--- src/rtl/noturn_pkg.sv ---
package noturn_pkg;
  parameter int ADDR_W = 6;
  parameter int LANES  = 4;
  parameter int LANE_W = 9;
  parameter int BEAT_W = 2;
  localparam int DATA_W = LANES * LANE_W;
  localparam int DEPTH  = 1 << ADDR_W;

  typedef struct packed {
    logic              valid;
    logic              write;
    logic [ADDR_W-1:0] addr;
    logic [LANES-1:0]  lanes;
  } cmd_t;

  typedef struct packed {
    logic              step;
    logic              rdLoad;
    logic [ADDR_W-1:0] rdAddr;
    logic              wrCommit;
    logic [ADDR_W-1:0] wrAddr;
    logic [LANES-1:0]  wrLanes;
  } strobe_t;
endpackage

--- src/rtl/noturn_ctrl.sv ---
module noturn_ctrl import noturn_pkg::*; (
  input  logic              clk,
  input  logic              rstN,
  input  logic              clkEnN,
  input  logic [ADDR_W-1:0] addr,
  input  logic              rdWrN,
  input  logic              chipSel,
  input  logic              advLoad,
  input  logic              interleave,
  input  logic [LANES-1:0]  laneWrN,
  output strobe_t           strb
);
  localparam int UP_W = ADDR_W - BEAT_W;

  cmd_t              st1, st2, nextCmd;
  logic              burstOn, burstWr;
  logic [UP_W-1:0]   baseUp;
  logic [BEAT_W-1:0] baseLow, beatIdx, nextIdx, beatLow;

  // Next burst beat: linear adds the index, interleaved XORs it.
  always_comb begin
    nextIdx = beatIdx + BEAT_W'(1);
    beatLow = interleave ? (baseLow ^ nextIdx) : (baseLow + nextIdx);
    nextCmd = '0;
    if (!advLoad) begin
      if (chipSel) begin
        nextCmd.valid = 1'b1;
        nextCmd.write = !rdWrN;
        nextCmd.addr  = addr;
        nextCmd.lanes = ~laneWrN;
      end
    end else if (burstOn) begin
      nextCmd.valid = 1'b1;
      nextCmd.write = burstWr;
      nextCmd.addr  = {baseUp, beatLow};
      nextCmd.lanes = ~laneWrN;
    end
  end

  always_ff @(posedge clk or negedge rstN) begin
    if (!rstN) begin
      st1     <= '0;
      st2     <= '0;
      burstOn <= 1'b0;
      burstWr <= 1'b0;
      baseUp  <= '0;
      baseLow <= '0;
      beatIdx <= '0;
    end else if (!clkEnN) begin
      st1 <= nextCmd;
      st2 <= st1;
      if (!advLoad) begin
        burstOn <= chipSel;
        burstWr <= !rdWrN;
        baseUp  <= addr[ADDR_W-1:BEAT_W];
        baseLow <= addr[BEAT_W-1:0];
        beatIdx <= '0;
      end else if (burstOn) begin
        beatIdx <= nextIdx;
      end
    end
  end

  assign strb.step     = !clkEnN;
  assign strb.rdLoad   = st1.valid && !st1.write;
  assign strb.rdAddr   = st1.addr;
  assign strb.wrCommit = st2.valid && st2.write;
  assign strb.wrAddr   = st2.addr;
  assign strb.wrLanes  = st2.lanes;
endmodule

--- src/rtl/noturn_dpath.sv ---
module noturn_dpath import noturn_pkg::*; (
  input  logic              clk,
  input  logic              rstN,
  input  strobe_t           strb,
  input  logic [DATA_W-1:0] wrData,
  output logic [DATA_W-1:0] rdQ,
  output logic              rdValidQ
);
  logic [DATA_W-1:0] mem [DEPTH];
  logic [DATA_W-1:0] fetchWord;
  logic              hitWr;

  // A read registered on the same edge as a write commit to its address
  // takes the written lanes straight from the write bus.
  assign hitWr = strb.wrCommit && (strb.wrAddr == strb.rdAddr);

  for (genvar g = 0; g < LANES; g++) begin : gLane
    assign fetchWord[g*LANE_W +: LANE_W] = (hitWr && strb.wrLanes[g])
                                         ? wrData[g*LANE_W +: LANE_W]
                                         : mem[strb.rdAddr][g*LANE_W +: LANE_W];
  end

  always_ff @(posedge clk) begin
    if (strb.step && strb.wrCommit) begin
      for (int i = 0; i < LANES; i++) begin
        if (strb.wrLanes[i]) mem[strb.wrAddr][i*LANE_W +: LANE_W] <= wrData[i*LANE_W +: LANE_W];
      end
    end
  end

  always_ff @(posedge clk or negedge rstN) begin
    if (!rstN) begin
      rdQ      <= '0;
      rdValidQ <= 1'b0;
    end else if (strb.step) begin
      rdValidQ <= strb.rdLoad;
      if (strb.rdLoad) rdQ <= fetchWord;
    end
  end
endmodule

--- src/rtl/noturn_sram.sv ---
module noturn_sram import noturn_pkg::*; (
  input  logic              clk,
  input  logic              rstN,
  input  logic              clkEnN,
  input  logic [ADDR_W-1:0] addr,
  input  logic              rdWrN,
  input  logic              chipEn1N,
  input  logic              chipEn2,
  input  logic              chipEn3N,
  input  logic [LANES-1:0]  laneWrN,
  input  logic              advLoad,
  input  logic              interleave,
  input  logic              outEnN,
  input  logic [DATA_W-1:0] wrData,
  output logic [DATA_W-1:0] rdData,
  output logic              rdValid
);
  strobe_t           strb;
  logic [DATA_W-1:0] rdQ;
  logic              rdValidQ;
  logic              chipSel;

  assign chipSel = !chipEn1N && chipEn2 && !chipEn3N;

  noturn_ctrl ctrl_i (
    .clk(clk), .rstN(rstN), .clkEnN(clkEnN), .addr(addr), .rdWrN(rdWrN),
    .chipSel(chipSel), .advLoad(advLoad), .interleave(interleave),
    .laneWrN(laneWrN), .strb(strb)
  );

  noturn_dpath dpath_i (
    .clk(clk), .rstN(rstN), .strb(strb), .wrData(wrData),
    .rdQ(rdQ), .rdValidQ(rdValidQ)
  );

  // Output enable acts without a clock.
  assign rdValid = rdValidQ && !outEnN;
  assign rdData  = rdValid ? rdQ : '0;
endmodule

--- config.mk ---
export PLATFORM = sky130hd
export DESIGN_NAME = noturn_sram
export DESIGN_NICKNAME = d
export VERILOG_FILES = /design/src/rtl/noturn_pkg.sv /design/src/rtl/noturn_ctrl.sv /design/src/rtl/noturn_dpath.sv /design/src/rtl/noturn_sram.sv
export SDC_FILE = /design/constraint.sdc
export NUM_CORES = 2
export LEC_CHECK = 0
export BUFFER_PORTS_ARGS = -buffer_cell sky130_fd_sc_hd__buf_4
export CAP_MARGIN = 25
export CORE_MARGIN = 8
export CORE_UTILIZATION = 60
export CTS_CLUSTER_DIAMETER = 60
export DETAILED_ROUTE_END_ITERATION = 8
export GPL_TIMING_DRIVEN = 0
export PLACE_DENSITY = 0.75
export SLEW_MARGIN = 0
export SYNTH_ARGS = -nofsm -noshare
export SYNTH_HDL_FRONTEND = slang
export SYNTH_SLANG_ARGS = --single-unit
--- constraint.sdc ---
create_clock -name clk -period 4.1 [get_ports clk]
set_clock_uncertainty 0.05 [all_clocks]
set_input_delay 0.82 -clock clk [delete_from_list [all_inputs] [get_ports clk]]
set_output_delay 0.82 -clock clk [all_outputs]
set_load 0.02 [all_outputs]
-- After elaboration in Yosys (flattened, before gate mapping)
Memory sizes are Yosys's and may differ from the RTL's. A register that Yosys moved wholly into a read port is not among the register bits.
Index checks and enable logic that the tools add are counted.
W data, S select, Z words.
- flip-flop bits (word level): 35
- latch bits: 0
- memory bits (writable): 2304
- ROM bits: 0
- input port bits: 56
- output and inout port bits: 37
- logic and storage cells: 57
- memories kept: 1
- memory list (memory ; depth ; width ; read ports ; clocked after memory_dff ; write ports ; RTL line ; text):
    dpath_i.mem ; 64 ; 36 ; 1 ; 1 ; 1 ; noturn_dpath.sv:9 ; logic [DATA_W-1:0] mem [DEPTH];
- $add $sub $neg: 2
- $mul: 0
- div/mod/pow operators: 0
- $lt $le $gt $ge: 0
- eq/ne operators: 1
- shift-type cells: 0
- multiplexer cells: 19
- bitwise gates (word level): 4
- reduce and logical (&&, ||, !) cells: 16
- operators with widths (cell ; count):
    $mux W12 ; 3
    $mux W36 ; 1
    $mux W1 ; 12
    $logic_not A1 Y1 ; 7
    $logic_and A1 B1 Y1 ; 6
    $mux W2 ; 3
    $reduce_and A2 Y1 ; 3
    $not A4 Y4 ; 1
    $add A2 B1 Y2 const B ; 1
    $add A2 B2 Y2 ; 1
    $ne A2 B1 Y1 const B ; 1
    $not A1 Y1 ; 2
    $xor A2 B2 Y2 ; 1

-- Logic depth before layout (Yosys ltp)
- depth in word-level cells: 5
- depth in mapped cells: 13
- gate-level depth less buffers: 7

-- By module
From an unflattened synthesis, not the netlist that was laid out.
- cell total of the unflattened synthesis: 4280
- area, all modules: 92226.0 um2
- modules (own cells, without submodules) (module ; instances ; cells each ; area an instance (um2) ; seq. area each (um2)):
    noturn_dpath ; 1 ; 4106 ; 90261.6 ; 70112.2
    noturn_ctrl ; 1 ; 130 ; 1577.8 ; 850.8
    noturn_sram ; 1 ; 44 ; 386.6 ; 0.0

-- Worst setup path before layout
Ideal clock, no wire load.
- path kind: input port to output port
- start: input outEnN
- end: output rdData[26]
- data arrival time: 1768 ps
- data required time: 3230 ps
- setup slack: 1462 ps
- stages on the path: 4
- path buffers: 2
- cell sequence: nor2b_1 -> clkbuf_1 -> clkbuf_1 -> and2_1
- cells in the longest elaborated chain, start to end: 3
- ends and longest elaborated chain (element ; RTL line ; text):
    start: declaration ; noturn_sram.sv:13 ; input logic outEnN,
    $logic_not A1 Y1 ; noturn_sram.sv:37 ; assign rdValid = rdValidQ && !outEnN;
    $logic_and A1 B1 Y1 ; noturn_sram.sv:37 ;
    via rdValid ; noturn_sram.sv:16 ; output logic rdValid
    $mux W36 ; noturn_sram.sv:38 ; assign rdData = rdValid ? rdQ : '0;
    end: declaration ; noturn_sram.sv:15 ; output logic [DATA_W-1:0] rdData,
The timed path passes the listed nets, and every way through them passes these cells.

==> insert_results.sql <==
INSERT INTO impl_metrics (metric_group, metric, value, unit) VALUES
('status', 'outcome', 'finished, violations left', ''),
('status', 'violations_in_the_final_reports', 'design-rule violations, negative setup slack', ''),
('logic_synthesis', 'synth_nets', '4430', ''),
('final_layout', 'net_count_reported_at_finish', '4969', ''),
('logic_synthesis', 'syn_area', '0.09215', 'mm2'),
('detailed_routing', 'drc_errors', '36', ''),
('floorplanning', 'top_level_ports', '93', ''),
('timing', 'timing.max_slew.rel_slack', '13.89', '%'),
('power_and_ir_drop', 'power_dens_cells', '489.6', 'mW/mm2'),
('logic_synthesis', 'seq_area_frac_synth', '77.01', '%'),
('setup_path', 'crit_chain', 'buf_2 -> buf_2 -> clkinvlp_4 -> clkbuf_2 -> mux2_2 -> o22ai_1 -> nor4_1 -> nand2_1 -> nand4_1', ''),
('global_routing', 'antenna_violations_before_repair', '22', ''),
('setup_path', 'critical-path-top-cell-by-count', 'buf_2', ''),
('flow_run', 'cap_viol_max_count', '0', ''),
('floorplanning', 'fp-row-count', '144', ''),
('power_and_ir_drop', 'power.ir.vdd_worst', '467.5', 'uV'),
('timing', 'final.min_clock_period', '4310', 'ps'),
('place', 'place.port_buffers', '91', ''),
('setup_path', 'arrival', '5080', 'ps'),
('place', 'placer_congestion_estimate', '1.056', ''),
('global_routing', 'vias_in_the_first_global_route', '49575', ''),
('detailed_routing', 'route.vias.total', '51819', ''),
('min_path', 'min_delay_worst_type', 'input port to flop', ''),
('detailed_routing', 'postRouteAntennaNets', '0', ''),
('place', 'hpwlAfterDp', '199700', 'um'),
('timing', 'setup-tns-final', '-957.8', 'ps'),
('floorplanning', 'dieArea', '0.1664', 'mm2'),
('final_layout', 'layout_commonest_cell', 'edfxtp_1', ''),
('global_routing', 'globalRouteMet1Util', '45.40', '%'),
('timing', 'timing.hold.ws', '68.28', 'ps'),
('setup_path', 'critical_path_peak_fanout', '10', ''),
('setup_path', 'timing.reg2reg.worst_path_depth', '9', ''),
('setup_path', 'setup.worst_path.end_class', 'flop', ''),
('floorplanning', 'floorplan.die.height', '407.9', 'um'),
('detailed_routing', 'post_drt_via_cell_ratio', '7.232', ''),
('timing', 'timing.final.hold_violations', '0', ''),
('timing', 'drv_slew', '0', ''),
('logic_synthesis', 'synthesis.yosys.warnings', '0', ''),
('setup_path', 'worstPathRequired', '4870', 'ps'),
('timing', 'worst_slew_pin_slew', '1292', 'ps'),
('clock_tree', 'cts.reportedPaths.clkPinSlew', '70', 'ps'),
('detailed_routing', 'drt_first_pass_iters', '9', ''),
('clock_tree', 'ctsLongestPathBuffers', '3', ''),
('power_and_ir_drop', 'tot_pwr', '51.44', 'mW'),
('min_path', 'min_delay_path_depth', '2', ''),
('clock_tree', 'clk-insertion-delay-late', '900', 'ps'),
('logic_synthesis', 'synth.avg_cell_area', '21.07', 'um2'),
('clock_tree', 'cts_sinks', '2375', ''),
('floorplanning', 'die_width', '407.9', 'um'),
('logic_synthesis', 'yosys.cell_types.count', '58', ''),
('global_routing', 'grt_util_met2', '50.83', '%'),
('clock_tree', 'cts_root_buf', 'clkbuf_16', ''),
('detailed_routing', 'routed_wirelength', '295900', 'um'),
('setup_path', 'max_stage_delay_on_crit_path', '710', 'ps'),
('global_routing', 'grt.busiest_layer', 'met2', ''),
('detailed_routing', 'wl_per_cell', '41.30', 'um'),
('global_routing', 'globalRouteMet3Util', '14.41', '%'),
('final_layout', 'commonest_cells_after_routing_fill_and_taps_aside', 'edfxtp_1, mux4_2, nor2_1, buf_4, clkbuf_16', ''),
('clock_tree', 'total_number_of_h_tree_levels', '4', ''),
('detailed_routing', 'drt_iter0_drc', '9928', ''),
('logic_synthesis', 'postSynthRegisterBits', '2375', ''),
('logic_synthesis', 'top_flip_flop_cell_by_instance_count_after_synthesis', 'edfxtp_1', ''),
('timing', 'setup_viol_count_final', '13', ''),
('timing', 'clock.fmax', '232.0', 'MHz'),
('logic_synthesis', 'synth-edff-count', '2304', ''),
('final_layout', 'n_fill_cell', '9226', ''),
('logic_synthesis', 'netlist_instances', '4373', ''),
('clock_tree', 'tritoncts_clock_tree', 'done', ''),
('floorplanning', 'core_area', '0.1533', 'mm2'),
('timing', 'setup_slack', '-210.4', 'ps'),
('setup_path', 'crit_type', 'flop to flop', '');
## synthesized netlist by cell type (7+ instances only)
cell	instances	area, um2
and2_1	45	281.5
nand4_1	7	43.79
buf_6	9	101.4
nor2b_1	13	81.33
nand2_1	203	762.0
nand2b_1	12	75.07
buf_4	28	210.2
a221oi_1	12	105.1
o211ai_1	7	52.55
clkbuf_1	112	420.4
nor3b_1	7	52.55
o22ai_1	28	175.2
xnor2_1	9	78.83
mux4_2	599	13490
a22oi_1	123	923.4
o21ai_0	31	155.2
edfxtp_1	2304	69190
nor2_1	313	1175
buf_2	77	385.4
a22o_1	8	70.07
o22a_1	9	78.83
buf_1	34	127.6
a211oi_1	21	157.7
mux2i_1	55	550.5
mux2_2	43	484.2
nand3_1	11	55.05
dfrtp_1	71	1777
a21oi_1	88	440.4
a2111oi_0	8	70.07
nor3_1	25	125.1
## sequential cells by signal, summed over array words and instances (netlist names), 2 cells and up
signal          flops
ctrl_i.baseUp       4
dpath_i.rdQ        36
ctrl_i.st1          6
ctrl_i.st2          2
dpath_i.mem      2304
ctrl_i.beatIdx      2
ctrl_i.baseLow      2
ctrl_i.strb        16
## metrics by stage
step	util (%)	instances	worst slack (ps)	cell area, um2
6_report	68.53	7165	-210.4	105100
4_1_cts	68.22	7105	13.00	104600
3_5_place_dp	63.35	6680	-445.2	97130
3_3_place_gp	62.21	6508	-1004	95390
5_1_grt	68.51	7155	15.97	105000
2_1_floorplan	-	4373	1462	92150
## final cells by class
cell class / instances / area, um2 / share of cell area (%)
multi-input cells: 1728 / 19880 / 18.92
diodes: 11 / 27.53 / 0.02620
plain buffers: 261 / 1331 / 1.267
well taps: 2044 / 2557 / 2.434
clock inverters: 142 / 1528 / 1.454
clock buffers: 284 / 5913 / 5.628
inverters: 6 / 26.28 / 0.02501
repair buffers: 314 / 2844 / 2.707
flip-flops and latches: 2375 / 70960 / 67.54
## logic make-up (layout without fill, tap and decap cells)
| kind of cell | count (synthesis) | after routing | synth area share [%] |
|---|---|---|---|
| muxes | 697 | 697 | 15.76 |
| DFF | 2375 | 2375 | 77.01 |
| and+or+nand+nor | 665 | 665 | 3.104 |
| AOI/OAI and AO/OA | 356 | 356 | 2.602 |
| other | 0 | 11 | 0 |
| xor gates and xnor gates | 9 | 9 | 0.08555 |
| buffers and inverters | 270 | 1007 | 1.424 |
| adders and majority gates | 1 | 1 | 0.01358 |
## critical path, delay by kind of cell, from the launching register on
kind                   cells  cell delay (ps)
AND/OR/NAND/NOR            3              930
flip-flops                 1              540
multiplexers               1              440
AO/OA/AOI/OAI              1               90
buffers and inverters      4             2150
## routing by layer
metal	wire length [um]	up-vias	share of wire [%]
met5	622	-	0.21
met4	20270	18	6.8
met3	48620	1047	16
met2	129700	5066	44
met1	96750	26486	33
li1	-	19202	-
## timing repair
action / in CTS / in global routing
setup buffers: 0 / 0
resized for setup: 14 / 13
endpoints found under the setup margin: 42 / 12
endpoints found under the hold margin: 17 / 0
hold buffers: 1 / 0
## power breakdown
part           internal (mW)  total, mW  switching [mW]
Combinational           1.20       3.63            2.43
Clock                   11.6       20.9            9.34
Sequential              26.8       26.9           0.117
## worst paths after layout
kind	start	to	slack [ps]
worst max-delay path	ctrl_i.strb[12]	dpath_i.rdQ[14]	-210
worst min-delay path	rdWrN	ctrl_i.burstWr	70
worst max register to register	ctrl_i.strb[12]	dpath_i.rdQ[14]	-210
worst min register to register	dpath_i.rdValidQ	dpath_i.rdValidQ	440
max in group asynchronous	rstN	ctrl_i.baseLow[0]	2900
min in group asynchronous	rstN	dpath_i.rdQ[20]	400
No activity file was read; power rests on OpenSTA's default activity.
